==> config.mk <==
export PLATFORM = sky130hd
export DESIGN_NAME = fpmul_sat
export DESIGN_NICKNAME = d
export VERILOG_FILES = /design/src/rtl/fpmul_pkg.sv /design/src/rtl/fpmul_sat_ctrl.sv /design/src/rtl/fpmul_sat_dp.sv /design/src/rtl/fpmul_sat.sv
export SDC_FILE = /design/constraint.sdc
export NUM_CORES = 1
export LEC_CHECK = 0
export BUFFER_PORTS_ARGS = -buffer_cell sky130_fd_sc_hd__buf_2
export CORE_ASPECT_RATIO = 1.25
export CORE_MARGIN = 2
export CORE_UTILIZATION = 25
export CTS_CLUSTER_DIAMETER = 40
export DETAILED_ROUTE_END_ITERATION = 16
export PLACE_DENSITY = 0.48
export SYNTH_ARGS = -nofsm -noshare
export SYNTH_HDL_FRONTEND = slang
export SYNTH_SLANG_ARGS = --single-unit
==> constraint.sdc <==
create_clock -name clk -period 12 [get_ports clk]
set_input_delay 0.6 -clock clk [delete_from_list [all_inputs] [get_ports clk]]
set_output_delay 0.6 -clock clk [all_outputs]
set_load 0.05 [all_outputs]
==> src/rtl/fpmul_pkg.sv <==
package fpmul_pkg;
  localparam int EXP_W    = 8;
  localparam int EXP_BIAS = 127;

  typedef struct packed {
    logic loadEn;
  } fpmulStrobes_t;
endpackage

==> src/rtl/fpmul_sat_ctrl.sv <==
module fpmul_sat_ctrl
  import fpmul_pkg::*;
(
  input  logic          clk,
  input  logic          rstN,
  input  logic          inValid,
  output fpmulStrobes_t strobes,
  output logic          outValid
);
  always_comb strobes.loadEn = inValid;

  always_ff @(posedge clk) begin
    if (!rstN) outValid <= 1'b0;
    else       outValid <= inValid;
  end

  // valid emerges exactly one cycle after the input strobe
  p_valid_latency_r7: assert property (@(posedge clk) disable iff (!rstN)
    inValid |=> outValid);
  p_no_spurious_valid_r7: assert property (@(posedge clk) disable iff (!rstN)
    !inValid |=> !outValid);
endmodule

==> src/rtl/fpmul_sat_dp.sv <==
module fpmul_sat_dp
  import fpmul_pkg::*;
#(
  parameter int MANT_W = 7,
  localparam int WORD_W = 1 + EXP_W + MANT_W
) (
  input  logic              clk,
  input  logic              rstN,
  input  fpmulStrobes_t     strobes,
  input  logic [WORD_W-1:0] opA,
  input  logic [WORD_W-1:0] opB,
  output logic [WORD_W-1:0] outProd
);
  localparam int PROD_W = 2 * MANT_W + 2;
  localparam int XW     = EXP_W + 3;

  logic              signA, signB, signOut;
  logic [EXP_W-1:0]  expA, expB;
  logic [MANT_W:0]   sigA, sigB;
  logic [PROD_W-1:0] prodFull;
  logic              carryTop;
  logic [MANT_W-1:0] mantNorm;
  logic [XW-1:0]     expRaw;
  logic              expUnder, expOver, zeroIn;
  logic [WORD_W-1:0] resultNext;
  logic              unusedLowBits;

  // field split
  assign signA = opA[WORD_W-1];
  assign signB = opB[WORD_W-1];
  assign expA  = opA[WORD_W-2 -: EXP_W];
  assign expB  = opB[WORD_W-2 -: EXP_W];
  assign sigA  = {1'b1, opA[MANT_W-1:0]};
  assign sigB  = {1'b1, opB[MANT_W-1:0]};

  // sign path
  assign signOut = signA ^ signB;

  // mantissa path: full product, one-place renormalize, truncate
  assign prodFull  = PROD_W'(sigA) * PROD_W'(sigB);
  assign carryTop  = prodFull[PROD_W-1];
  assign mantNorm  = carryTop ? prodFull[PROD_W-2 -: MANT_W]
                              : prodFull[PROD_W-3 -: MANT_W];
  assign unusedLowBits = ^prodFull[MANT_W-1:0];

  // exponent path: wide enough that neither bound wraps
  assign expRaw   = XW'(expA) + XW'(expB) + XW'(carryTop) - XW'(EXP_BIAS);
  assign expUnder = expRaw[XW-1];
  assign expOver  = !expUnder && (|expRaw[XW-2:EXP_W]);
  assign zeroIn   = (expA == '0) || (expB == '0);

  always_comb begin
    if (zeroIn)
      resultNext = '0;
    else if (expUnder)
      resultNext = {signOut, {EXP_W{1'b0}}, {MANT_W{1'b0}}};
    else if (expOver)
      resultNext = {signOut, {EXP_W{1'b1}}, {MANT_W{1'b1}}};
    else
      resultNext = {signOut, expRaw[EXP_W-1:0], mantNorm};
  end

  always_ff @(posedge clk) begin
    if (!rstN)               outProd <= '0;
    else if (strobes.loadEn) outProd <= resultNext;
  end

  // no load, no change
  p_hold_idle_r8: assert property (@(posedge clk) disable iff (!rstN)
    !strobes.loadEn |=> $stable(outProd));

  // zero exponent operand clears the word
  p_zero_operand_r6: assert property (@(posedge clk) disable iff (!rstN)
    (strobes.loadEn && (expA == '0 || expB == '0)) |=> (outProd == '0));

  // sign of a non-zero product
  p_sign_xor_r1: assert property (@(posedge clk) disable iff (!rstN)
    (strobes.loadEn && expA != '0 && expB != '0)
      |=> (outProd[WORD_W-1] == $past(opA[WORD_W-1] ^ opB[WORD_W-1])));

  // sum so large that it overflows even without the carry
  p_clamp_high_r5: assert property (@(posedge clk) disable iff (!rstN)
    (strobes.loadEn && ({1'b0, expA} + {1'b0, expB}) >= 9'd383)
      |=> (outProd[WORD_W-2:0] == '1));

  // sum so small that it underflows even with the carry
  p_clamp_low_r4: assert property (@(posedge clk) disable iff (!rstN)
    (strobes.loadEn && expA != '0 && expB != '0
       && ({1'b0, expA} + {1'b0, expB}) < 9'd126)
      |=> (outProd[WORD_W-2:0] == '0));
endmodule

==> src/rtl/fpmul_sat.sv <==
module fpmul_sat
  import fpmul_pkg::*;
#(
  parameter int MANT_W = 7,
  localparam int WORD_W = 1 + EXP_W + MANT_W
) (
  input  logic              clk,
  input  logic              rstN,
  input  logic              inValid,
  input  logic [WORD_W-1:0] opA,
  input  logic [WORD_W-1:0] opB,
  output logic              outValid,
  output logic [WORD_W-1:0] outProd
);
  fpmulStrobes_t strobes;

  fpmul_sat_ctrl u_ctrl (
    .clk      (clk),
    .rstN     (rstN),
    .inValid  (inValid),
    .strobes  (strobes),
    .outValid (outValid)
  );

  fpmul_sat_dp #(.MANT_W(MANT_W)) u_dp (
    .clk     (clk),
    .rstN    (rstN),
    .strobes (strobes),
    .opA     (opA),
    .opB     (opB),
    .outProd (outProd)
  );

  // reset state is visible in the first cycle after reset
  p_reset_clear_r9: assert property (@(posedge clk)
    !rstN |=> (!outValid && outProd == '0));
endmodule

# Word-level counts from Yosys, hierarchy flattened

Cells that the tools add are included.

Reductions and logical operators: 6
Bitwise gates (word level): 1
Add/subtract/negate cells: 3
$mul: 1
Muxes and demuxes: 4

Operators by type and width:

| operator                                            | number |
|---|---|
| two-way mux 15 bit                                  | 2 |
| zero test 8 bit                                     | 2 |
| multiplier 8 x 8 -> 16 bit                          | 1 |
| two-way mux 16 bit                                  | 1 |
| adder 11 x 1 -> 11 bit                              | 1 |
| subtractor 11 x 7 -> 11 bit (second input constant) | 1 |
| adder 8 x 8 -> 9 bit                                | 1 |
| two-way mux 7 bit                                   | 1 |
| OR reduction 2 bit                                  | 1 |
| logical AND 1 bit                                   | 1 |
| zero test 1 bit                                     | 1 |
| logical OR 1 bit                                    | 1 |
| bitwise XOR 1 bit                                   | 1 |

Input port bits: 35
Output and inout port bits: 17
Bits in registers: 17

# Logic depth before layout (Yosys ltp)

Gate-level depths: netlist (run 1).

Depth in word-level cells: 8
Gate-level depth with buffers: 27
Depth with buffers taken out: 25

# Cells and area by module

From an unflattened synthesis (run 1), not the netlist that was laid out.

Cells, all modules: 387
Area total of the unflattened synthesis: 3216.8 um^2

By module, submodules not included:

| module         | instances | area an instance (um^2) | sequential area each (um^2) | cells each |
|---|---|---|---|---|
| fpmul_sat_dp   | 1         | 3183.1                  | 320.3                       | 384 |
| fpmul_sat_ctrl | 1         | 33.8                    | 20.0                        | 3 |

# Least setup slack after synthesis (run 1)

No wires, ideal clock.

Path kind: input to register
Start point: input port opA[1]
End point: register u_dp.outProd[1]
Library setup time: 0.069 ns
Path slack: 6.141 ns
Data arrival time: 5.790 ns
Stages on the path: 27
Path buffers: 2
Data required time: 11.931 ns
Path through: inv_1 > nor2_1 > fa_1 > inv_1 > fa_1 > inv_1 > fa_1 > inv_1 > fa_1 > inv_1 > ha_1 > and3_1 > a21oi_1 > o21ai_1 > o21ai_2 > o211ai_2 > buf_6 > ha_1 > inv_1 > ha_1 > nand2_1 > nor3_1 > a21oi_1 > o32ai_2 > buf_4 > a211oi_1 > o21ai_1

Longest elaborated chain between the ends: 8
Elaborated cells between the ends (all ways): 10

RTL lines:

| item                                                  | RTL line           | RTL |
|---|---|---|
| start, declared                                       | fpmul_sat.sv:10    | `input logic [WORD_W-1:0] opA,` |
| multiplier 8 x 8 -> 16 bit (*)                        | fpmul_sat_dp.sv:40 | `assign prodFull = PROD_W'(sigA) * PROD_W'(sigB);` |
| adder 11 x 1 -> 11 bit                                | fpmul_sat_dp.sv:47 | `assign expRaw = XW'(expA) + XW'(expB) + XW'(carryTop) - XW'(EXP_BIAS);` |
| subtractor 11 x 7 -> 11 bit                           | fpmul_sat_dp.sv:47 |  |
| OR reduction 2 bit or zero test 1 bit (tied branches) | fpmul_sat_dp.sv:49 | `assign expOver = !expUnder && (\|expRaw[XW-2:EXP_W]);` |
| logical AND 1 bit                                     | fpmul_sat_dp.sv:49 |  |
| two-way mux 15 bit                                    | fpmul_sat_dp.sv:57 | `else if (expOver)` |
| two-way mux 15 bit (*)                                | fpmul_sat_dp.sv:55 | `else if (expUnder)` |
| two-way mux 16 bit (*)                                | fpmul_sat_dp.sv:53 | `if (zeroIn)` |
| end signal, assigned                                  | fpmul_sat_dp.sv:65 | `else if (strobes.loadEn) outProd <= resultNext;` |
| end, declared                                         | fpmul_sat_dp.sv:12 | `output logic [WORD_W-1:0] outProd` |

Every way passes the cells marked *; elsewhere a longest branch is shown, timed or not.
A chain may end at the register's enable or synchronous reset.

# Worst setup path in the final report (run 1)

Start point: input port opA[1]
End point: register u_dp.outProd[0]

Same word-level chain as after synthesis.

==> impl_metrics.yaml, run 1 <==
critical_path:
  critPathLaunchType: "input pin"
  required_ps: 12170
  cp-end-kind: "flop"
  cp_max_fo: 18
  worstSetupPathType: "in2reg"
  rrSetupSlack_ps: 11390
  worst_ep_arrival_time_ps: 6790
pwr:
  cellPowerDensity_mw_per_mm2: 171
  p_seq_frac: 0.122
  ir_worst_vdd_v: 0.0000679
  p_leak_nw: 1.85
  p_int_mw: 0.315
  switching_share: 0.514
  pwr-share-comb: 0.775
  switchingPower_mw: 0.333
  pwr-share-clk: 0.103
timing:
  skew_ps: 0
  min_period_ps: 6620
  fin_setup_tns_ps: 0
  worstMarginPinSlew_ps: 1090
  rsz0062_at_grt: "false"
  finalSetupViolCount: 0
  hold_viol: 0
  slew_headroom: 0.274
  maxSlewViolCount: 0
  max_clock_freq_mhz: 151
  layout_worst_path_cycle_share: 0.552
floorplanning:
  start_util: 0.258
  dieArea_sq_mm: 0.0141
  die_x_um: 107
  ios: 52
  rows: 46
  core-area_sq_mm: 0.0128
  die_h_um: 132
route:
  drt-initial-drc-count: 112
  drc_errors: 0
  viasPerCell: 4.47
  drt_pass1_iterations: 4
  wire_per_inst_um: 12.2
  routed_wl_um: 7490
  vias: 2751
  ant_nets: 0
synth:
  synthXorXnorAreaFrac: 0.0425
  synth-edff-count: 0
  synth-main-ff-cell: "dfxtp_1"
  yosysTopAreaCell: "fa_1"
  muxShareOfSynthArea: 0.00607
  synthTopCellsByArea: "fa_1 (22%), ha_1 (16%), dfxtp_1 (10%)"
  synth_compound_area_frac: 0.150
  synth-seq-cells: 17
  syn-num-nets: 514
  synth_top_family_by_area: "adder cells"
  synth_adder_area_share: 0.378
  yosys.area_share.simple: 0.224
  ys_async_sr_fraction: 0
  ys_seq_area_frac: 0.103
  synth_area_per_cell_sq_um: 8.23
  synth.cell_area_sq_mm: 0.00330
  synthesis.instances: 401
  yosysTopAreaCellShare: 0.218
  yosysUniqueCellTypes: 56
  yosysWarningCount: 0
clock_tree:
  cts_resized: 0
  clk_pin_slew_ps: 50
  clock-sinks: 17
  clkLatencyLatePin_ps: 240
  cts_tree: "done"
  cts_buffer_depth: 2
  cts_made_buffers: 3
  h-tree-depth: 1
  hold_buffers: 0
  cts_setup_buffers: 0
  clockRootBuffer: "clkbuf_16"
status:
  status: "finished, final reports clean"
job:
  maxCapViolCount: 0
finish:
  synthToLayoutAreaGrowth_pct: 15.0
  register_area_sq_um: 340
  final_common_cell: "inv_1"
  multi_input_area_sq_mm: 0.00264
  drive_gt1_frac: 0.147
  n_antenna_cell: 0
  fillers: 1448
  fin_area_sq_mm: 0.00379
  nNetsFinal: 562
  layout_common_cells: "inv_1 (71), buf_2 (51), ha_1 (42)"
grt:
  track_usage: 0.111
  grt_max_degree: 19
  globalRouteOverflowTotal: 0
  grt_pass1_vias: 2874
  grt_pass1_wl_um: 13200
  antenna_found_initial: 0
place:
  numPortBuffers: 51
  post-dp-hpwl_um: 6630
  gp_congestion: 0.805
  place_area_sq_mm: 0.00371
worst_hold_path:
  min_path_type: "reg2reg"
[area by class of cell]
class | count | share of cell area
Multi-Input combinational cell | 305 | 0.697
Timing Repair Buffer | 51 | 0.0673
Tap cell | 168 | 0.0554
Inverter | 71 | 0.0703
Sequential cell | 17 | 0.0897
Clock buffer | 4 | 0.0208
[power by group through the flow]
stage | clock network, mW | logic, mW | registers [mW]
after floorplan | 0 | 0.364 | 0.128
after global placement | 0 | 0.506 | 0.0802
after detailed placement | 0 | 0.509 | 0.0810
after CTS | 0.0687 | 0.512 | 0.0797
after global routing | 0.0701 | 0.580 | 0.0812
final | 0.0666 | 0.502 | 0.0792
[per-layer routing]
layer,GRT usage,routed length (um),vias up
li1,-,-,1426
met1,0.144,3450,1276
met2,0.206,3810,47
met3,0.00640,194,2
met4,0.0173,37,0
met5,0,0,-
[worst max-delay path: stages]
cell and delay [ps]:
buf_2 140, inv_1 110, nor2_1 70, fa_1 500, inv_1 50, fa_1 520, inv_1 50, fa_1 520
inv_1 50, fa_1 530, inv_1 40, ha_1 290, and3_1 210, a21oi_1 130, o21ai_1 150, o21ai_2 230
o211ai_2 350, ha_1 320, inv_1 70, ha_1 150, nand2_1 80, nor3_1 380, a21oi_1 150, o32ai_2 710
nand2b_1 250, o211ai_1 140
[Yosys cell counts, types with 2 or more instances]
cell type	n
and3_1	4
o211ai_1	4
xnor2_1	11
a211oi_2	2
mux2i_1	2
ha_1	42
nor2b_1	3
nand3_1	8
a211o_1	2
a21o_1	2
nand2b_1	2
nor4_1	6
xor2_1	5
a21oi_1	10
buf_6	2
a211oi_1	4
nor3_1	10
clkbuf_1	4
o21bai_1	2
a31oi_1	2
inv_1	71
dfxtp_1	17
nand2_1	37
o21a_1	4
and4_1	3
nor2_1	24
o21ai_0	5
or3_1	5
o31ai_1	2
o22ai_1	2
o21ai_1	12
fa_1	36
and2_1	33
[registers in the layout (all words and copies together), names as in the netlist]
name and count:
u_ctrl.outValid 1, u_dp.outProd 16
[per-stage QoR]
step	setup WS [ps]	hold slack, ps	util	cells	power [mW]
3_3_place_gp	5260	437	0.291	612	0.587
3_5_place_dp	5080	441	0.291	612	0.590
5_1_grt	4660	465	0.297	616	0.731
4_1_cts	5350	449	0.297	616	0.660
6_report	5380	446	0.297	616	0.648
2_1_floorplan	6140	661	-	401	0.492
[path summary, 6_finish.rpt]
path | from | end | cells past startpoint
worst max-delay path | opA[1] | u_dp.outProd[0]$_SDFFE_PN0P_ | 26
worst min-delay path | u_dp.outProd[11]$_SDFFE_PN0P_ | u_dp.outProd[11]$_SDFFE_PN0P_ | 2
worst max register to register | u_dp.outProd[5]$_SDFFE_PN0P_ | u_dp.outProd[5]$_SDFFE_PN0P_ | 2
worst min register to register | u_dp.outProd[11]$_SDFFE_PN0P_ | u_dp.outProd[11]$_SDFFE_PN0P_ | 2
[logic make-up (layout without fill, tap and decap cells)]
group                      count (synthesis)  after routing
buffers and inverters                     79            126
adders and majority gates                 78             78
xor gates and xnor gates                  16             16
muxes                                      2              2
AOI/OAI and AO/OA                         67             67
DFF                                       17             17
and+or+nand+nor                          142            142
Power figures use the tool's default switching activity.
==> run 2: changes to the inputs <==
- clock period: 12 -> 6.6 ns (I/O delays scaled with it)
==> run 2 against run 1 <==
  * Cell area increased by 0.43%
  * Non-clock buffer count increased by 2
  * First-iteration DRC count increased by 1.8%
  * Via count increased by 1.5%
  * Global-route usage about the same
  * Cell count increased by 0.32%
  * Register-to-register slack got worse by 5400 ps
  * Combinational power increased by 85%
  * Flip-flop and latch count unchanged
  * Worst hold slack got worse by 100 ps
  * Highest routed layer unchanged
==> impl_metrics.yaml, run 2 (same netlist as run 1, synthesis figures left out) <==
status:
  status: "finished, final reports clean"
clock_tree:
  clkLatencyLatePin_ps: 240
  cts_buffer_depth: 2
  cts_tree: "done"
  clockRootBuffer: "clkbuf_16"
  h-tree-depth: 1
  clk_pin_slew_ps: 50
  cts_made_buffers: 3
  cts_resized: 0
  hold_buffers: 0
  cts_setup_buffers: 0
  clock-sinks: 17
floorplanning:
  ios: 52
  dieArea_sq_mm: 0.0141
  die_h_um: 132
  rows: 46
  die_x_um: 107
  core-area_sq_mm: 0.0128
  start_util: 0.258
job:
  maxCapViolCount: 0
pwr:
  cellPowerDensity_mw_per_mm2: 313
  p_leak_nw: 1.87
  ir_worst_vdd_v: 0.000108
  power_mw: 1.19
finish:
  fin_util: 0.298
  layout_common_cells: "inv_1 (71), buf_2 (51), ha_1 (42)"
  synthToLayoutAreaGrowth_pct: 15.5
  drive_gt1_frac: 0.153
  fin_area_sq_mm: 0.00381
  reg.largest.list: "u_dp.outProd: 16 flops, u_ctrl.outValid: 1 flops"
  nNetsFinal: 564
  final_common_cell: "inv_1"
  fillers: 1423
  instances_no_fill: 618
  largest_reg_flops: 16
  regMostFlops: "u_dp.outProd"
  n_antenna_cell: 0
place:
  post-place-cells: 614
  post-dp-hpwl_um: 6690
  gp_congestion: 0.811
  numPortBuffers: 51
  dp_slack_ps: 504
  place_area_sq_mm: 0.00373
timing:
  fin_ws_ps: 778
  skew_ps: 0
  hold_viol: 0
  slew_headroom: 0.219
  max_clock_freq_mhz: 172
  maxSlewViolCount: 0
  worstMarginPinSlew_ps: 1170
  finalSetupViolCount: 0
  holdWs_ps: 341
  rsz0062_at_grt: "false"
  min_period_ps: 5820
  fin_setup_tns_ps: 0
  layout_worst_path_cycle_share: 0.882
critical_path:
  critPathLaunchType: "input pin"
  required_ps: 6770
  rr_endpoint: "u_dp.outProd[9]$_SDFFE_PN0P_"
  rrSetupSlack_ps: 5990
  cp-end-kind: "flop"
  r2r_cells: 2
  worstSetupPathType: "in2reg"
  reg2reg_from: "u_dp.outProd[9]$_SDFFE_PN0P_"
  worst_ep_arrival_time_ps: 6000
  cp_max_fo: 8
route:
  drt-initial-drc-count: 114
  routed_wl_um: 7670
  wire_per_inst_um: 12.4
  ant_nets: 0
  viasPerCell: 4.52
  vias: 2791
  drc_errors: 0
  drt_pass1_iterations: 4
worst_hold_path:
  worstHoldEndpoint: "u_ctrl.outValid$_SDFF_PN0_"
  whs_path_depth: 2
  hp-start: "inValid"
  min_path_type: "in2reg"
grt:
  grt_pass1_wl_um: 13300
  antenna_found_initial: 0
  grt_max_degree: 18
  globalRouteOverflowTotal: 0
  track_usage: 0.111
  grt_pass1_vias: 2933
[run 2: changes by cell type in the layout (fill, tap and decap cells not counted)]
cell | before | now
clkbuf_1 | 1 | 0
clkinv_2 | 0 | 1
buf_4 | 0 | 2
[run 2: layout make-up]
type,count,area (sq um),share of cell area
clock inverters,1,5.00,0.00131
well taps,168,210,0.0552
multi-input cells,305,2640,0.694
flip-flops and latches,17,340,0.0893
clock buffers,3,75.1,0.0197
repair buffers,53,270,0.0709
inverters,71,267,0.0700
[run 2: where the power goes]
part / total (mW) / switching (mW) / internal [mW]
Combinational: 0.928 / 0.558 / 0.369
Clock: 0.122 / 0.0405 / 0.0811
Sequential: 0.143 / 0.0135 / 0.129
[run 2: worst max path at each step]
stage,depth (start not counted),start,to,slack [ps]
global placement,26,opA[1],u_dp.outProd[0]$_SDFFE_PN0P_,630
CTS,27,opB[6],u_dp.outProd[9]$_SDFFE_PN0P_,750
global route,27,opA[1],u_dp.outProd[9]$_SDFFE_PN0P_,260
floorplan,27,opA[1],u_dp.outProd[1]$_SDFFE_PN0P_,1010
detailed placement,27,opB[6],u_dp.outProd[9]$_SDFFE_PN0P_,500
finish,27,opB[6],u_dp.outProd[9]$_SDFFE_PN0P_,780
[run 2: layer usage]
layer | part of all wire | track usage | vias up
li1 | - | - | 1424
met1 | 0.47 | 0.144 | 1307
met2 | 0.49 | 0.206 | 56
met3 | 0.036 | 0.00887 | 4
met4 | 0.0043 | 0.0130 | 0
met5 | 0 | 0 | -
[run 2: worst max-delay path: stages]
cell and delay [ps]:
buf_2 130, inv_1 100, nor2_1 70, fa_1 510
inv_1 60, fa_1 530, inv_1 50, fa_1 530
inv_1 50, fa_1 530, inv_1 50, ha_1 290
and3_1 200, a21oi_1 140, o21ai_1 150, o21ai_2 240
o211ai_2 140, ha_1 200, inv_1 70, ha_1 160
nand2_1 90, nor3_1 400, a21oi_1 140, o32ai_2 420
buf_4 230, a21oi_1 50, o21ai_1 130
==> run 3: changes to the inputs <==
- ABC_AREA: not set -> 1
- PLACE_DENSITY: 0.48 -> 0.47
==> run 3 against run 2 <==
  * Sequential power fell by 3%
  * Global-route usage increased by 0.65 points
  * Worst hold slack worse by 6.5 ps
  * Maximum frequency rose by 7.6%
  * Highest routed layer unchanged
  * Total power rose by 1.5%
  * Clock power barely moved
==> impl_metrics.yaml, run 3 <==
status:
  status: "finished, final reports clean"
finish:
  fin_area_sq_mm: 0.00416
  nNetsFinal: 735
  final_common_cell: "nand2_1"
  largest_reg_flops: 16
  drive_gt1_frac: 0.122
  reg.largest.list: "u_dp.outProd: 16 flops, u_ctrl.outValid: 1 flops"
  synthToLayoutAreaGrowth_pct: 14.1
  n_antenna_cell: 0
  instances_no_fill: 799
  layout_common_cells: "nand2_1 (213), inv_1 (143), buf_2 (51)"
  regMostFlops: "u_dp.outProd"
clock_tree:
  cts_resized: 0
  cts_made_buffers: 3
  hold_buffers: 0
  clockRootBuffer: "clkbuf_16"
  cts_buffer_depth: 2
  cts_tree: "done"
  cts_setup_buffers: 0
  h-tree-depth: 1
  clkLatencyLatePin_ps: 240
  clk_pin_slew_ps: 50
  clock-sinks: 17
synth:
  yosys-top-cells-count: "nand2_1 (213), inv_1 (143), ha_1 (42)"
  synth.most_common_cell: "nand2_1"
  synthTopCellsByArea: "nand2_1 (22%), fa_1 (20%), inv_1 (15%)"
  synth-seq-cells: 17
  yosysTopAreaCell: "nand2_1"
  ys_seq_area_frac: 0.0934
  synth-edff-count: 0
  synth_area_per_cell_sq_um: 6.36
  yosysUniqueCellTypes: 33
  synth.cell_area_sq_mm: 0.00364
  synth-main-ff-cell: "dfxtp_1"
  yosysTopAreaCellShare: 0.219
  yosysWarningCount: 0
  syn-num-nets: 686
  ys_async_sr_fraction: 0
  synthesis.instances: 573
grt:
  grt_pass1_vias: 3659
  grt_max_degree: 16
  antenna_found_initial: 0
  globalRouteOverflowTotal: 0
  track_usage: 0.118
  grt_pass1_wl_um: 15800
timing:
  holdWs_ps: 335
  maxSlewViolCount: 0
  layout_worst_path_cycle_share: 0.820
  max_clock_freq_mhz: 185
  rsz0062_at_grt: "false"
  worstMarginPinSlew_ps: 444
  slew_headroom: 0.701
  skew_ps: 0
  min_period_ps: 5410
  fin_setup_tns_ps: 0
  finalSetupViolCount: 0
  hold_viol: 0
route:
  wire_per_inst_um: 10.7
  viasPerCell: 4.33
  vias: 3459
  drc_errors: 0
  routed_wl_um: 8550
  ant_nets: 0
  drt-initial-drc-count: 111
  drt_pass1_iterations: 4
floorplanning:
  die_h_um: 139
  rows: 49
  die_x_um: 112
  dieArea_sq_mm: 0.0156
  core-area_sq_mm: 0.0143
  ios: 52
  start_util: 0.254
critical_path:
  required_ps: 6790
  worstSetupPathType: "in2reg"
  cp_max_fo: 15
  cp-end-kind: "flop"
  path_buf_inv: 8
  critPathLaunchType: "input pin"
  slowest_stage: "fa_1"
  worst_ep_arrival_time_ps: 5600
  cp_slowest_stage_delay_ps: 540
  cp_top_family: "adder cells"
pwr:
  cellPowerDensity_mw_per_mm2: 291
  ir_worst_vdd_v: 0.000110
  power_mw: 1.21
  p_leak_nw: 2.63
place:
  post-dp-hpwl_um: 7530
  numPortBuffers: 51
  gp_congestion: 0.807
  post-place-cells: 795
  place_area_sq_mm: 0.00408
job:
  maxCapViolCount: 0
worst_hold_path:
  min_path_type: "in2reg"
-- run 3: changes by cell type in the layout (fill, tap and decap cells not counted), sizes merged, moves of 5 or more --
cell,change
xnor2,-9
nand2,+181
nand3,+35
and2,-31
a211oi,-6
inv,+75
nand4,+7
or3,-5
o211ai,-5
nor3,-8
and3,-5
o21ai,-14
-- run 3: worst reg2reg max path: cells and delay by family, from the launching register on --
kind,cells,cell delay [ps]
DFF,1,380
and+or+nand+nor,2,160
-- run 3: layout make-up --
class	instances	area, sq um
inverter	146	548
clock inverter	1	5.00
tap	178	223
sequential	17	340
multi-input combinational	403	2710
fill	1636	10200
timing repair buffer	51	255
clock buffer	3	75.1
-- run 3: final timing paths --
kind	slack, ps	endpoint	depth (start not counted)	start
worst max-delay path	1190	u_dp.outProd[12]$_SDFFE_PN0P_	29	opA[2]
worst min-delay path	330	u_ctrl.outValid$_SDFF_PN0_	3	inValid
worst max register to register	6000	u_dp.outProd[7]$_SDFFE_PN0P_	2	u_dp.outProd[7]$_SDFFE_PN0P_
worst min register to register	450	u_dp.outProd[14]$_SDFFE_PN0P_	2	u_dp.outProd[14]$_SDFFE_PN0P_
-- run 3: cells by family (layout without fill, tap and decap cells) --
kind of cell             Yosys count  after routing  synth area share
XOR/XNOR                           4              4           0.00962
buffers and inverters            153            201             0.162
AO/OA/AOI/OAI                     21             21            0.0378
adder cells (fa/ha/maj)           78             78             0.342
flip-flops                        17             17            0.0934
AND/OR/NAND/NOR                  300            300             0.355
-- run 3: power breakdown --
| group | total (mW) | leakage, nW | switching (mW) | internal [mW] |
|---|---|---|---|---|
| Combinational | 0.950 | 2.45 | 0.626 | 0.324 |
| Sequential | 0.139 | 0.140 | 0.0136 | 0.125 |
| Clock | 0.120 | 0.0409 | 0.0392 | 0.0810 |
| Total | 1.21 | 2.63 | 0.679 | 0.530 |
-- run 3: metrics by stage --
step	setup WS, ps	utilization
6_report	1190	0.290
2_1_floorplan	1300	-
5_1_grt	653	0.290
3_3_place_gp	993	0.284
3_5_place_dp	882	0.284
4_1_cts	1110	0.290
-- run 3: per-layer routing --
| layer | global-route usage | part of all wire | vias up |
|---|---|---|---|
| li1 | - | - | 1804 |
| met1 | 0.140 | 0.43 | 1606 |
| met2 | 0.239 | 0.54 | 47 |
| met3 | 0.00743 | 0.027 | 2 |
| met4 | 0.00770 | 0.0026 | 0 |
| met5 | 0 | 0 | - |
